===== src/rtl/loop_br_pkg.sv =====
package loop_br_pkg;

    localparam int LB_DATA_W   = 16;
    localparam int LB_NARROW_W = 8;
    localparam int LB_SEL_W    = 3;
    localparam int LB_OFF_W    = 8;

    typedef enum logic [1:0] {
        OP_DEC     = 2'b00,
        OP_TEST    = 2'b01,
        OP_INC     = 2'b10,
        OP_DEC_ALT = 2'b11
    } loop_op_e;

endpackage


===== src/rtl/loop_count_alu.sv =====
module loop_count_alu
    import loop_br_pkg::*;
#(
    parameter int DATA_W      = LB_DATA_W,
    parameter int NARROW_W    = LB_NARROW_W,
    parameter int SEL_W       = LB_SEL_W,
    parameter int NARROW_SELS = 3,
    parameter int RSVD_SEL    = 3
) (
    input  loop_op_e           op_i,
    input  logic [SEL_W-1:0]   sel_i,
    input  logic [DATA_W-1:0]  rd_data_i,
    output logic [DATA_W-1:0]  nxt_o,
    output logic               zero_o,
    output logic               rsvd_o,
    output logic               wb_ok_o
);
    localparam int PAD_W = DATA_W - NARROW_W;

    logic              narrow;
    logic [DATA_W-1:0] cur;
    logic [DATA_W-1:0] nxt;

    always_comb begin
        narrow = (int'(sel_i) < NARROW_SELS);
        rsvd_o = (int'(sel_i) == RSVD_SEL);
        cur    = narrow ? {{PAD_W{1'b0}}, rd_data_i[NARROW_W-1:0]} : rd_data_i;
        case (op_i)
            OP_INC:  nxt = cur + DATA_W'(1);
            OP_TEST: nxt = cur;
            default: nxt = cur - DATA_W'(1);
        endcase
        if (narrow) begin
            nxt[DATA_W-1:NARROW_W] = '0;
        end
        nxt_o   = nxt;
        zero_o  = (nxt == '0);
        wb_ok_o = !rsvd_o && (op_i != OP_TEST);
    end

endmodule


===== src/rtl/loop_target_add.sv =====
module loop_target_add
    import loop_br_pkg::*;
#(
    parameter int ADDR_W = LB_DATA_W,
    parameter int OFF_W  = LB_OFF_W
) (
    input  logic [ADDR_W-1:0] pc_i,
    input  logic              sign_i,
    input  logic [OFF_W-1:0]  off_i,
    output logic [ADDR_W-1:0] target_o
);
    localparam int EXT_W = ADDR_W - OFF_W;

    logic [ADDR_W-1:0] disp;

    always_comb begin
        disp     = {{EXT_W{sign_i}}, off_i};
        target_o = pc_i + disp;
    end

endmodule


===== src/rtl/loop_branch_unit.sv =====
module loop_branch_unit
    import loop_br_pkg::*;
#(
    parameter int DATA_W   = LB_DATA_W,
    parameter int NARROW_W = LB_NARROW_W,
    parameter int SEL_W    = LB_SEL_W,
    parameter int OFF_W    = LB_OFF_W
) (
    input  logic              clk,
    input  logic              rst_n,
    input  logic              start_i,
    input  logic [7:0]        postbyte_i,
    input  logic [OFF_W-1:0]  offset_i,
    input  logic [DATA_W-1:0] pc_i,
    output logic [SEL_W-1:0]  rf_sel_o,
    input  logic [DATA_W-1:0] rf_data_i,
    output logic              done_o,
    output logic              taken_o,
    output logic [DATA_W-1:0] target_o,
    output logic              wb_en_o,
    output logic [SEL_W-1:0]  wb_sel_o,
    output logic [DATA_W-1:0] wb_data_o
);
    localparam int OP_HI    = 7;
    localparam int OP_LO    = 6;
    localparam int SENSE_B  = 5;
    localparam int SIGN_B   = 4;

    typedef struct packed {
        logic              valid;
        logic              taken;
        logic              wb_en;
        logic [SEL_W-1:0]  wb_sel;
        logic [DATA_W-1:0] wb_data;
        logic [DATA_W-1:0] target;
    } res_t;

    res_t res_d, res_q;

    loop_op_e          op;
    logic [SEL_W-1:0]  sel;
    logic [DATA_W-1:0] nxt_val;
    logic [DATA_W-1:0] tgt;
    logic              cnt_zero;
    logic              sel_rsvd;
    logic              wb_ok;

    assign op       = loop_op_e'(postbyte_i[OP_HI:OP_LO]);
    assign sel      = postbyte_i[SEL_W-1:0];
    assign rf_sel_o = sel;

    loop_count_alu #(
        .DATA_W   (DATA_W),
        .NARROW_W (NARROW_W),
        .SEL_W    (SEL_W)
    ) u_alu (
        .op_i      (op),
        .sel_i     (sel),
        .rd_data_i (rf_data_i),
        .nxt_o     (nxt_val),
        .zero_o    (cnt_zero),
        .rsvd_o    (sel_rsvd),
        .wb_ok_o   (wb_ok)
    );

    loop_target_add #(
        .ADDR_W (DATA_W),
        .OFF_W  (OFF_W)
    ) u_tgt (
        .pc_i     (pc_i),
        .sign_i   (postbyte_i[SIGN_B]),
        .off_i    (offset_i),
        .target_o (tgt)
    );

    always_comb begin
        res_d = '0;
        if (start_i) begin
            res_d.valid  = 1'b1;
            res_d.target = tgt;
            res_d.taken  = !sel_rsvd &&
                           (postbyte_i[SENSE_B] ? !cnt_zero : cnt_zero);
            if (wb_ok) begin
                res_d.wb_en   = 1'b1;
                res_d.wb_sel  = sel;
                res_d.wb_data = nxt_val;
            end
        end
    end

    always_ff @(posedge clk) begin
        if (!rst_n) begin
            res_q <= '0;
        end else begin
            res_q <= res_d;
        end
    end

    assign done_o    = res_q.valid;
    assign taken_o   = res_q.taken;
    assign target_o  = res_q.target;
    assign wb_en_o   = res_q.wb_en;
    assign wb_sel_o  = res_q.wb_sel;
    assign wb_data_o = res_q.wb_data;

endmodule


===== config.mk =====
export PLATFORM = sky130hd
export DESIGN_NAME = loop_branch_unit
export DESIGN_NICKNAME = d
export VERILOG_FILES = /design/src/rtl/loop_br_pkg.sv /design/src/rtl/loop_count_alu.sv /design/src/rtl/loop_target_add.sv /design/src/rtl/loop_branch_unit.sv
export SDC_FILE = /design/constraint.sdc
export NUM_CORES = 1
export LEC_CHECK = 0
export ABC_AREA = 1
export BUFFER_PORTS_ARGS = -buffer_cell sky130_fd_sc_hd__buf_2
export CAP_MARGIN = 20
export CELL_PAD_IN_SITES_DETAIL_PLACEMENT = 1
export CELL_PAD_IN_SITES_GLOBAL_PLACEMENT = 1
export CORE_MARGIN = 5
export CORE_UTILIZATION = 40
export CTS_BUF_LIST = sky130_fd_sc_hd__clkbuf_8
export DETAILED_ROUTE_END_ITERATION = 10
export PLACE_DENSITY = 0.92
export SLEW_MARGIN = 20
export SYNTH_ARGS = -nofsm -noshare
export SYNTH_HDL_FRONTEND = slang
export SYNTH_HIERARCHICAL = 1
export SYNTH_SLANG_ARGS = --single-unit

===== constraint.sdc =====
create_clock -name clk -period 4.8 [get_ports clk]
set_input_delay 1.44 -clock clk [delete_from_list [all_inputs] [get_ports clk]]
set_output_delay 1.44 -clock clk [all_outputs]
set_load 0.1 [all_outputs]

==> impl_metrics.json, run 1 <==
{
  "status": "complete, no violations",
  "die_w_um": 101.4,
  "cp_common_cell": "nand2_1",
  "min_period_over_period_pct": 76.29,
  "gp_congestion": 0.8299,
  "ys_types": 32,
  "drt_iter0_markers": 94,
  "hold_viol": 0,
  "setup_viol": 0,
  "worstPathRequired_ns": 5.03,
  "io_buffers": 90,
  "antenna_found_initial": 0,
  "ant_nets": 0,
  "drc_errors": 0,
  "synth_nets": 626,
  "p_per_area_nw_per_um2": 301.7,
  "cts_tree": "built",
  "syn_inst": 548,
  "antennaDiodeCount": 0,
  "clock-sinks": 38,
  "swShare_pct": 43.42,
  "dr.pass1.iters": 4,
  "max_slew_margin_pct": 61.70,
  "grt.total_usage_pct": 20.96,
  "clk_path_buf_depth": 2,
  "worstSetupEndpointType": "flop",
  "fill_cells": 1182,
  "htree_levels": 2,
  "drive_gt1_share_pct": 26.18,
  "avgSynthCellArea_um2": 6.092,
  "cts-buffers-inserted": 5,
  "synth-seq-cells": 38,
  "cp_max_fo": 17,
  "nNetsFinal": 715,
  "cts_setup_buffers": 0,
  "crit_chain": "buf_2 > inv_2 > nand2_4 > ha_1 > a21oi_1 > nor2_1 > nor2_1 > inv_1 > nand2_1 > nand3_2 > nand2_2 > nand2_1 > nand2_1 > nand3_1 > nand2_1 > nand3_1 > nor2_1 > inv_1 > nand2_1 > nand2_1 > nor2_1",
  "start_util_pct": 40.83,
  "arrival_ns": 3.89,
  "crit_family": "simple AND/OR/NAND/NOR gates",
  "area_delta_synth_final_pct": 19.68,
  "wirelength_um": 10430,
  "rsz0062_at_grt": "no",
  "crit_path_top_delay_cell": "ha_1",
  "grt_pass1_wl_um": 17600,
  "cap_violations": 0,
  "die_y_um": 101.4,
  "grt_max_degree": 21,
  "hold_class": "input pin to flop",
  "io_pins": 92,
  "power_frac_clock_pct": 27.8,
  "postCtsHoldBufs": 0,
  "dr_total_vias": 3634,
  "synthesis.area_um2": 3338,
  "yosysMostFrequentCell": "nand2_1",
  "dieArea_um2": 10270,
  "vias_per_cell": 4.891,
  "grt_overflow": 0,
  "finalMaxSlewViolations": 0,
  "critPathBufInv": 4,
  "critPathLaunchType": "input pin",
  "irDropWorstVdd_uv": 112.1,
  "p_seq_share_pct": 28.1,
  "postCtsResizedCells": 0,
  "slowest_delay_ns": 0.40,
  "post-route-min-period_ns": 3.662,
  "core_um2": 8175,
  "async_flop_share_pct": 0,
  "ctsRootBufferMaster": "clkbuf_8",
  "hpwlAfterDp_um": 8697,
  "cts.clk_slew.worst_paths_ns": 0.08,
  "ys.flop_type": "dfxtp_1",
  "synth_top_area_share_pct": 22.79,
  "synth_edf_count": 0,
  "grt_pass1_vias": 4030,
  "tns_ns": 0,
  "yosysTopAreaCell": "dfxtp_1",
  "p_leak_nw": 2.482,
  "seq_area_frac_synth_pct": 22.79,
  "crit_type": "input pin to flop",
  "tightest_slew_ns": 0.5724,
  "combPwrFrac_pct": 44.2,
  "rows": 33,
  "holdWs_ns": 1.401,
  "p_switching_uw": 523.4,
  "synth_area_leaders": "dfxtp_1 23%, nand2_1 18%, inv_1 12%",
  "internal_power_uw": 682.0,
  "maxClockFrequency_ghz": 0.2731,
  "yosys-top-cells-count": "162 x nand2_1, 111 x inv_1, 47 x nor2_1",
  "wl_per_cell_um": 14.04,
  "yosys_warnings": 6
}
-- placed cells by master, fill, tap and decap left out, types with 3 or more instances in the layout --
cell,n
xor2_1,7
a21oi_1,15
o21ai_0,5
o21ai_1,3
nand2_1,162
nor2_1,47
nor3_1,3
inv_1,111
nand2_2,18
nand3_2,9
nor2_2,20
clkbuf_8,5
a21oi_2,3
buf_2,90
dfxtp_1,38
nand3b_1,4
inv_2,12
nand3_1,36
ha_1,25
nand4_1,6
-- per-stage QoR --
stage | std cells | worst slack [ns] | total power [mW] | cell area, µm² | utilization, %
final | 743 | 1.138 | 1.205 | 3995 | 48.87
after global routing | 743 | 0.8389 | 1.280 | 3995 | 48.87
after CTS | 743 | 1.151 | 1.217 | 3995 | 48.87
after detailed placement | 735 | 0.8494 | 0.8751 | 3857 | 47.18
after global placement | 735 | 0.9919 | 0.8487 | 3857 | 47.18
after floorplan | 548 | 1.414 | 0.7602 | 3338 | -
-- state kept, by name, indices dropped and copies added (netlist names) --
| name | count |
|---|---|
| taken_o | 1 |
| target_o | 16 |
| wb_sel_o | 3 |
| done_o | 1 |
| wb_data_o | 16 |
| wb_en_o | 1 |
-- power groups by stage --
stage	Clock, mW	Sequential (mW)	Combinational, mW
detailed placement	0	0.346	0.529
finish	0.335	0.338	0.533
floorplan	0	0.482	0.278
CTS	0.343	0.339	0.536
global placement	0	0.345	0.503
global route	0.355	0.341	0.585
-- path summary, 6_finish.rpt --
| path | from | end | slack, ns | depth (start not counted) |
|---|---|---|---|---|
| hold / removal | postbyte_i[1] | wb_sel_o[1] | 1.40 | 3 |
| setup / recovery | postbyte_i[6] | taken_o | 1.14 | 21 |
-- cells by family (layout without fill, tap and decap cells) --
kind of cell / after synthesis / count (layout) / share of synthesized area [%]
simple gates: 312 / 312 / 43.18
buf+inv: 131 / 221 / 15.70
flops: 38 / 38 / 22.79
compound gates: 31 / 31 / 5.397
fa+ha+maj: 27 / 27 / 10.57
xor+xnor: 9 / 9 / 2.361
-- final cells by class --
type,instances,area [µm²],area share (%)
multi-input combinational,379,2053,51.39
sequential,38,760.7,19.04
inverter,123,461.7,11.56
timing repair buffer,90,450.4,11.27
tap,105,131.4,3.288
clock buffer,5,68.82,1.723
clock inverter,3,68.82,1.723
-- routing by layer --
metal  track usage (%)  up-vias  part of all wire, %
met5                 0        -                    0
met3             2.548       16                  3.2
met4             5.624        0                  1.4
met1             21.85     1722                   39
met2             43.06       70                   57
li1                  -     1826                    -
No activity file was read; power rests on OpenSTA's default activity.
==> inputs of run 2 (changes only) <==
--- a/config.mk
+++ b/config.mk
@@ -11,10 +11,10 @@
 export CELL_PAD_IN_SITES_DETAIL_PLACEMENT = 1
 export CELL_PAD_IN_SITES_GLOBAL_PLACEMENT = 1
 export CORE_MARGIN = 5
-export CORE_UTILIZATION = 40
+export CORE_UTILIZATION = 33
 export CTS_BUF_LIST = sky130_fd_sc_hd__clkbuf_8
 export DETAILED_ROUTE_END_ITERATION = 10
-export PLACE_DENSITY = 0.92
+export PLACE_DENSITY = 0.81
 export SLEW_MARGIN = 20
 export SYNTH_ARGS = -nofsm -noshare
 export SYNTH_HDL_FRONTEND = slang
==> constraint.sdc (replaced) <==
create_clock -name clk -period 3.3 [get_ports clk]
set_input_delay 0.99 -clock clk [delete_from_list [all_inputs] [get_ports clk]]
set_output_delay 0.99 -clock clk [all_outputs]
set_load 0.1 [all_outputs]
==> impl_metrics.json, run 2 (synthesized netlist as in run 1, its figures left out) <==
{
  "nNetsFinal": 732,
  "crit_type": "input pin to flop",
  "area_delta_synth_final_pct": 24.06,
  "grt_pass1_vias": 3744,
  "post-route-min-period_ns": 2.992,
  "ant_nets": 0,
  "arrival_ns": 3.22,
  "grt.total_usage_pct": 16.21,
  "wirelength_um": 9844,
  "wl_per_cell_um": 12.49,
  "die_w_um": 110.6,
  "worstPathRequired_ns": 3.53,
  "drt_iter0_markers": 73,
  "vias_per_cell": 4.542,
  "postCtsResizedCells": 0,
  "cp-endpoint": "taken_o",
  "rows": 36,
  "max_slew_margin_pct": 58.34,
  "clock-sinks": 38,
  "worstSetupEndpointType": "flop",
  "cts_tree": "built",
  "grt_max_degree": 21,
  "p_per_area_nw_per_um2": 404.9,
  "tns_ns": 0,
  "irDropWorstVdd_uv": 191.9,
  "antennaDiodeCount": 0,
  "finalMaxSlewViolations": 0,
  "start_util_pct": 34.00,
  "antenna_found_initial": 0,
  "crit_start": "postbyte_i[6]",
  "critPathLaunchType": "input pin",
  "maxClockFrequency_ghz": 0.3342,
  "cts.clk_slew.worst_paths_ns": 0.08,
  "cp_max_fo": 8,
  "final_common_cell": "nand2_1",
  "drc_errors": 0,
  "drive_gt1_share_pct": 28.55,
  "rsz0062_at_grt": "no",
  "htree_levels": 2,
  "ctsRootBufferMaster": "clkbuf_8",
  "dieArea_um2": 12230,
  "layout_common_cells": "162 x nand2_1, 113 x inv_1, 90 x buf_2",
  "cap_violations": 0,
  "holdWs_ns": 0.9372,
  "hold_viol": 0,
  "tightest_slew_ns": 0.6226,
  "min-delay-start": "postbyte_i[0]",
  "gp_congestion": 0.8243,
  "setup_viol": 0,
  "status": "complete, no violations",
  "io_pins": 92,
  "cts-buffers-inserted": 5,
  "clk_path_buf_depth": 2,
  "core_um2": 9819,
  "io_buffers": 90,
  "die_y_um": 110.6,
  "grt_pass1_wl_um": 16730,
  "postCtsHoldBufs": 0,
  "p_leak_nw": 2.553,
  "dr_total_vias": 3579,
  "min_period_over_period_pct": 90.67,
  "dr.pass1.iters": 4,
  "hold_class": "input pin to flop",
  "cts_setup_buffers": 0,
  "hpwlAfterDp_um": 8463,
  "grt_overflow": 0
}
## run 2: final cells by class
| class | count | area [µm²] |
|---|---|---|
| clock inverters | 3 | 37.54 |
| repair buffers | 107 | 578.1 |
| well taps | 133 | 166.4 |
| fillers | 1400 | 5678 |
| clock buffers | 5 | 68.82 |
| flip-flops and latches | 38 | 760.7 |
| multi-input cells | 379 | 2068 |
| inverters | 123 | 461.7 |
## run 2: worst min-delay path by stage
stage	endpoint	slack (ns)	cells past startpoint
floorplan	wb_sel_o[0]	1.12	2
CTS	wb_sel_o[0]	0.92	3
global route	wb_sel_o[1]	0.93	3
global placement	wb_sel_o[0]	1.24	3
detailed placement	wb_sel_o[0]	1.24	3
finish	wb_sel_o[0]	0.94	3
## run 2: power by group
group | internal (mW) | total [mW] | switching [mW]
sequential | 0.485 | 0.492 | 0.00650
clock | 0.220 | 0.393 | 0.173
combinational | 0.228 | 0.792 | 0.564
## run 2: metal layers
layer  track usage (%)  vias to the layer above  share of wire, %
met4             3.941                        0               1.1
met1             17.05                     1636                41
met3             3.228                       10               3.5
met2             32.40                       61                54
met5                 0                        -                 0
li1                  -                     1872                 -
## run 2: critical path, cell delays in order
cell	delay (ns)
buf_2	0.13
inv_2	0.07
nand2_4	0.08
ha_1	0.35
a21oi_2	0.22
nor2_1	0.08
nor2_1	0.17
inv_1	0.06
nand2_1	0.10
nand3_2	0.13
nand2_1	0.08
nand3_1	0.07
nand2_1	0.09
inv_2	0.04
nor2_1	0.13
nand3_1	0.09
nor2_2	0.11
inv_1	0.05
nand2_1	0.06
nand2_1	0.05
nor2_1	0.07
## run 2: through the flow
stage / area, µm² / utilization [%] / cells / power (mW) / setup slack (ns)
3_5_place_dp: 4020 / 40.94 / 780 / 1.296 / -0.07211
2_1_floorplan: 3338 / - / 548 / 1.106 / 0.3635
6_report: 4141 / 42.18 / 788 / 1.677 / 0.3081
4_1_cts: 4126 / 42.02 / 788 / 1.701 / 0.2093
5_1_grt: 4141 / 42.18 / 788 / 1.799 / 0.03253
3_3_place_gp: 4020 / 40.94 / 780 / 1.269 / 0.03696
==> inputs of run 3 (changes only) <==
--- a/config.mk
+++ b/config.mk
@@ -11,11 +11,11 @@
 export CELL_PAD_IN_SITES_DETAIL_PLACEMENT = 1
 export CELL_PAD_IN_SITES_GLOBAL_PLACEMENT = 1
 export CORE_MARGIN = 5
-export CORE_UTILIZATION = 33
+export CORE_UTILIZATION = 40
 export CTS_BUF_LIST = sky130_fd_sc_hd__clkbuf_8
 export DETAILED_ROUTE_END_ITERATION = 10
-export PLACE_DENSITY = 0.81
-export SLEW_MARGIN = 20
+export PLACE_DENSITY = 0.92
+export SLEW_MARGIN = 5
 export SYNTH_ARGS = -nofsm -noshare
 export SYNTH_HDL_FRONTEND = slang
 export SYNTH_HIERARCHICAL = 1
==> constraint.sdc (replaced) <==
create_clock -name clk -period 3.89 [get_ports clk]
set_input_delay 1.167 -clock clk [delete_from_list [all_inputs] [get_ports clk]]
set_output_delay 1.167 -clock clk [all_outputs]
set_load 0.1 [all_outputs]
==> impl_metrics.json, run 3 (synthesized netlist as in run 1, its figures left out) <==
{
  "tightest_slew_ns": 0.5735,
  "drive_gt1_share_pct": 26.18,
  "nNetsFinal": 715,
  "hold_class": "input pin to flop",
  "tns_ns": 0,
  "worstSetupEndpointType": "flop",
  "maxClockFrequency_ghz": 0.2994,
  "dr_total_vias": 3562,
  "status": "complete, no violations",
  "max_slew_margin_pct": 61.63,
  "vias_per_cell": 4.794,
  "io_buffers": 90,
  "wl_per_cell_um": 13.32,
  "grt_pass1_wl_um": 16880,
  "crit_family": "simple AND/OR/NAND/NOR gates",
  "die_w_um": 101.4,
  "cp_common_cell": "nand2_1",
  "rsz0062_at_grt": "no",
  "io_pins": 92,
  "cts.clk_slew.worst_paths_ns": 0.08,
  "gp_congestion": 0.8228,
  "critPathBufInv": 4,
  "core_um2": 8175,
  "cts_setup_buffers": 0,
  "worstPathRequired_ns": 4.12,
  "antennaDiodeCount": 0,
  "cp_max_fo": 17,
  "slowest_delay_ns": 0.38,
  "critPathLaunchType": "input pin",
  "dieArea_um2": 10270,
  "die_y_um": 101.4,
  "min_period_over_period_pct": 85.85,
  "drt_iter0_markers": 38,
  "finalMaxSlewViolations": 0,
  "dr.pass1.iters": 4,
  "start_util_pct": 40.83,
  "rows": 33,
  "layout_common_cells": "162 x nand2_1, 111 x inv_1, 90 x buf_2",
  "arrival_ns": 3.57,
  "p_leak_nw": 2.482,
  "cts_tree": "built",
  "area_delta_synth_final_pct": 19.68,
  "grt_overflow": 0,
  "irDropWorstVdd_uv": 195.4,
  "clk_path_buf_depth": 2,
  "postCtsHoldBufs": 0,
  "postCtsResizedCells": 0,
  "clock-sinks": 38,
  "cts-buffers-inserted": 5,
  "power.total_mw": 1.476,
  "ant_nets": 0,
  "wirelength_um": 9899,
  "crit_chain": "buf_2 > inv_2 > nand2_4 > ha_1 > a21oi_1 > nor2_1 > nor2_1 > inv_1 > nand2_1 > nand3_2 > nand2_2 > nand2_1 > nand2_1 > nand3_1 > nand2_1 > nand3_1 > nor2_1 > inv_1 > nand2_1 > nand2_1 > nor2_1",
  "post-route-min-period_ns": 3.340,
  "hold_viol": 0,
  "crit_type": "input pin to flop",
  "p_per_area_nw_per_um2": 369.4,
  "cap_violations": 0,
  "final_common_cell": "nand2_1",
  "hpwlAfterDp_um": 8426,
  "htree_levels": 2,
  "grt_max_degree": 21,
  "grt_pass1_vias": 3841,
  "grt.total_usage_pct": 20.07,
  "crit_path_top_delay_cell": "ha_1",
  "setup_viol": 0,
  "ctsRootBufferMaster": "clkbuf_8",
  "drc_errors": 0,
  "antenna_found_initial": 0
}
-- run 3: power by group --
part           switching (mW)  internal (mW)  leakage, nW
clock network           0.154          0.257       0.0683
logic                   0.475          0.172         2.10
registers             0.00566          0.412        0.311
-- run 3: final timing paths --
| check | start | to | slack, ns | cells after the start |
|---|---|---|---|---|
| min | postbyte_i[0] | wb_sel_o[0] | 1.11 | 3 |
| max | postbyte_i[6] | taken_o | 0.55 | 21 |
-- run 3: final cells by class --
cell class | instances | area, µm²
Sequential cell | 38 | 760.7
Inverter | 123 | 461.7
Multi-Input combinational cell | 379 | 2053
Timing Repair Buffer | 90 | 450.4
Tap cell | 105 | 131.4
Fill cell | 1203 | 4180
Clock buffer | 5 | 68.82
Clock inverter | 3 | 68.82
-- run 3: metal layers --
layer | vias up | global-route usage, % | wire, µm
li1 | 1822 | - | -
met1 | 1669 | 21.87 | 3959
met2 | 60 | 40.39 | 5517
met3 | 11 | 2.410 | 313
met4 | 0 | 4.806 | 108
met5 | - | 0 | 0
-- run 3: metrics by stage --
step	area [µm²]	cells	worst slack [ns]	util, %	hold slack, ns
floorplan	3338	548	0.7765	-	1.294
global placement	3857	735	0.3674	47.18	1.417
detailed placement	3857	735	0.2596	47.18	1.422
CTS	3995	743	0.5686	48.87	1.104
global route	3995	743	0.1985	48.87	1.123
finish	3995	743	0.5504	48.87	1.112
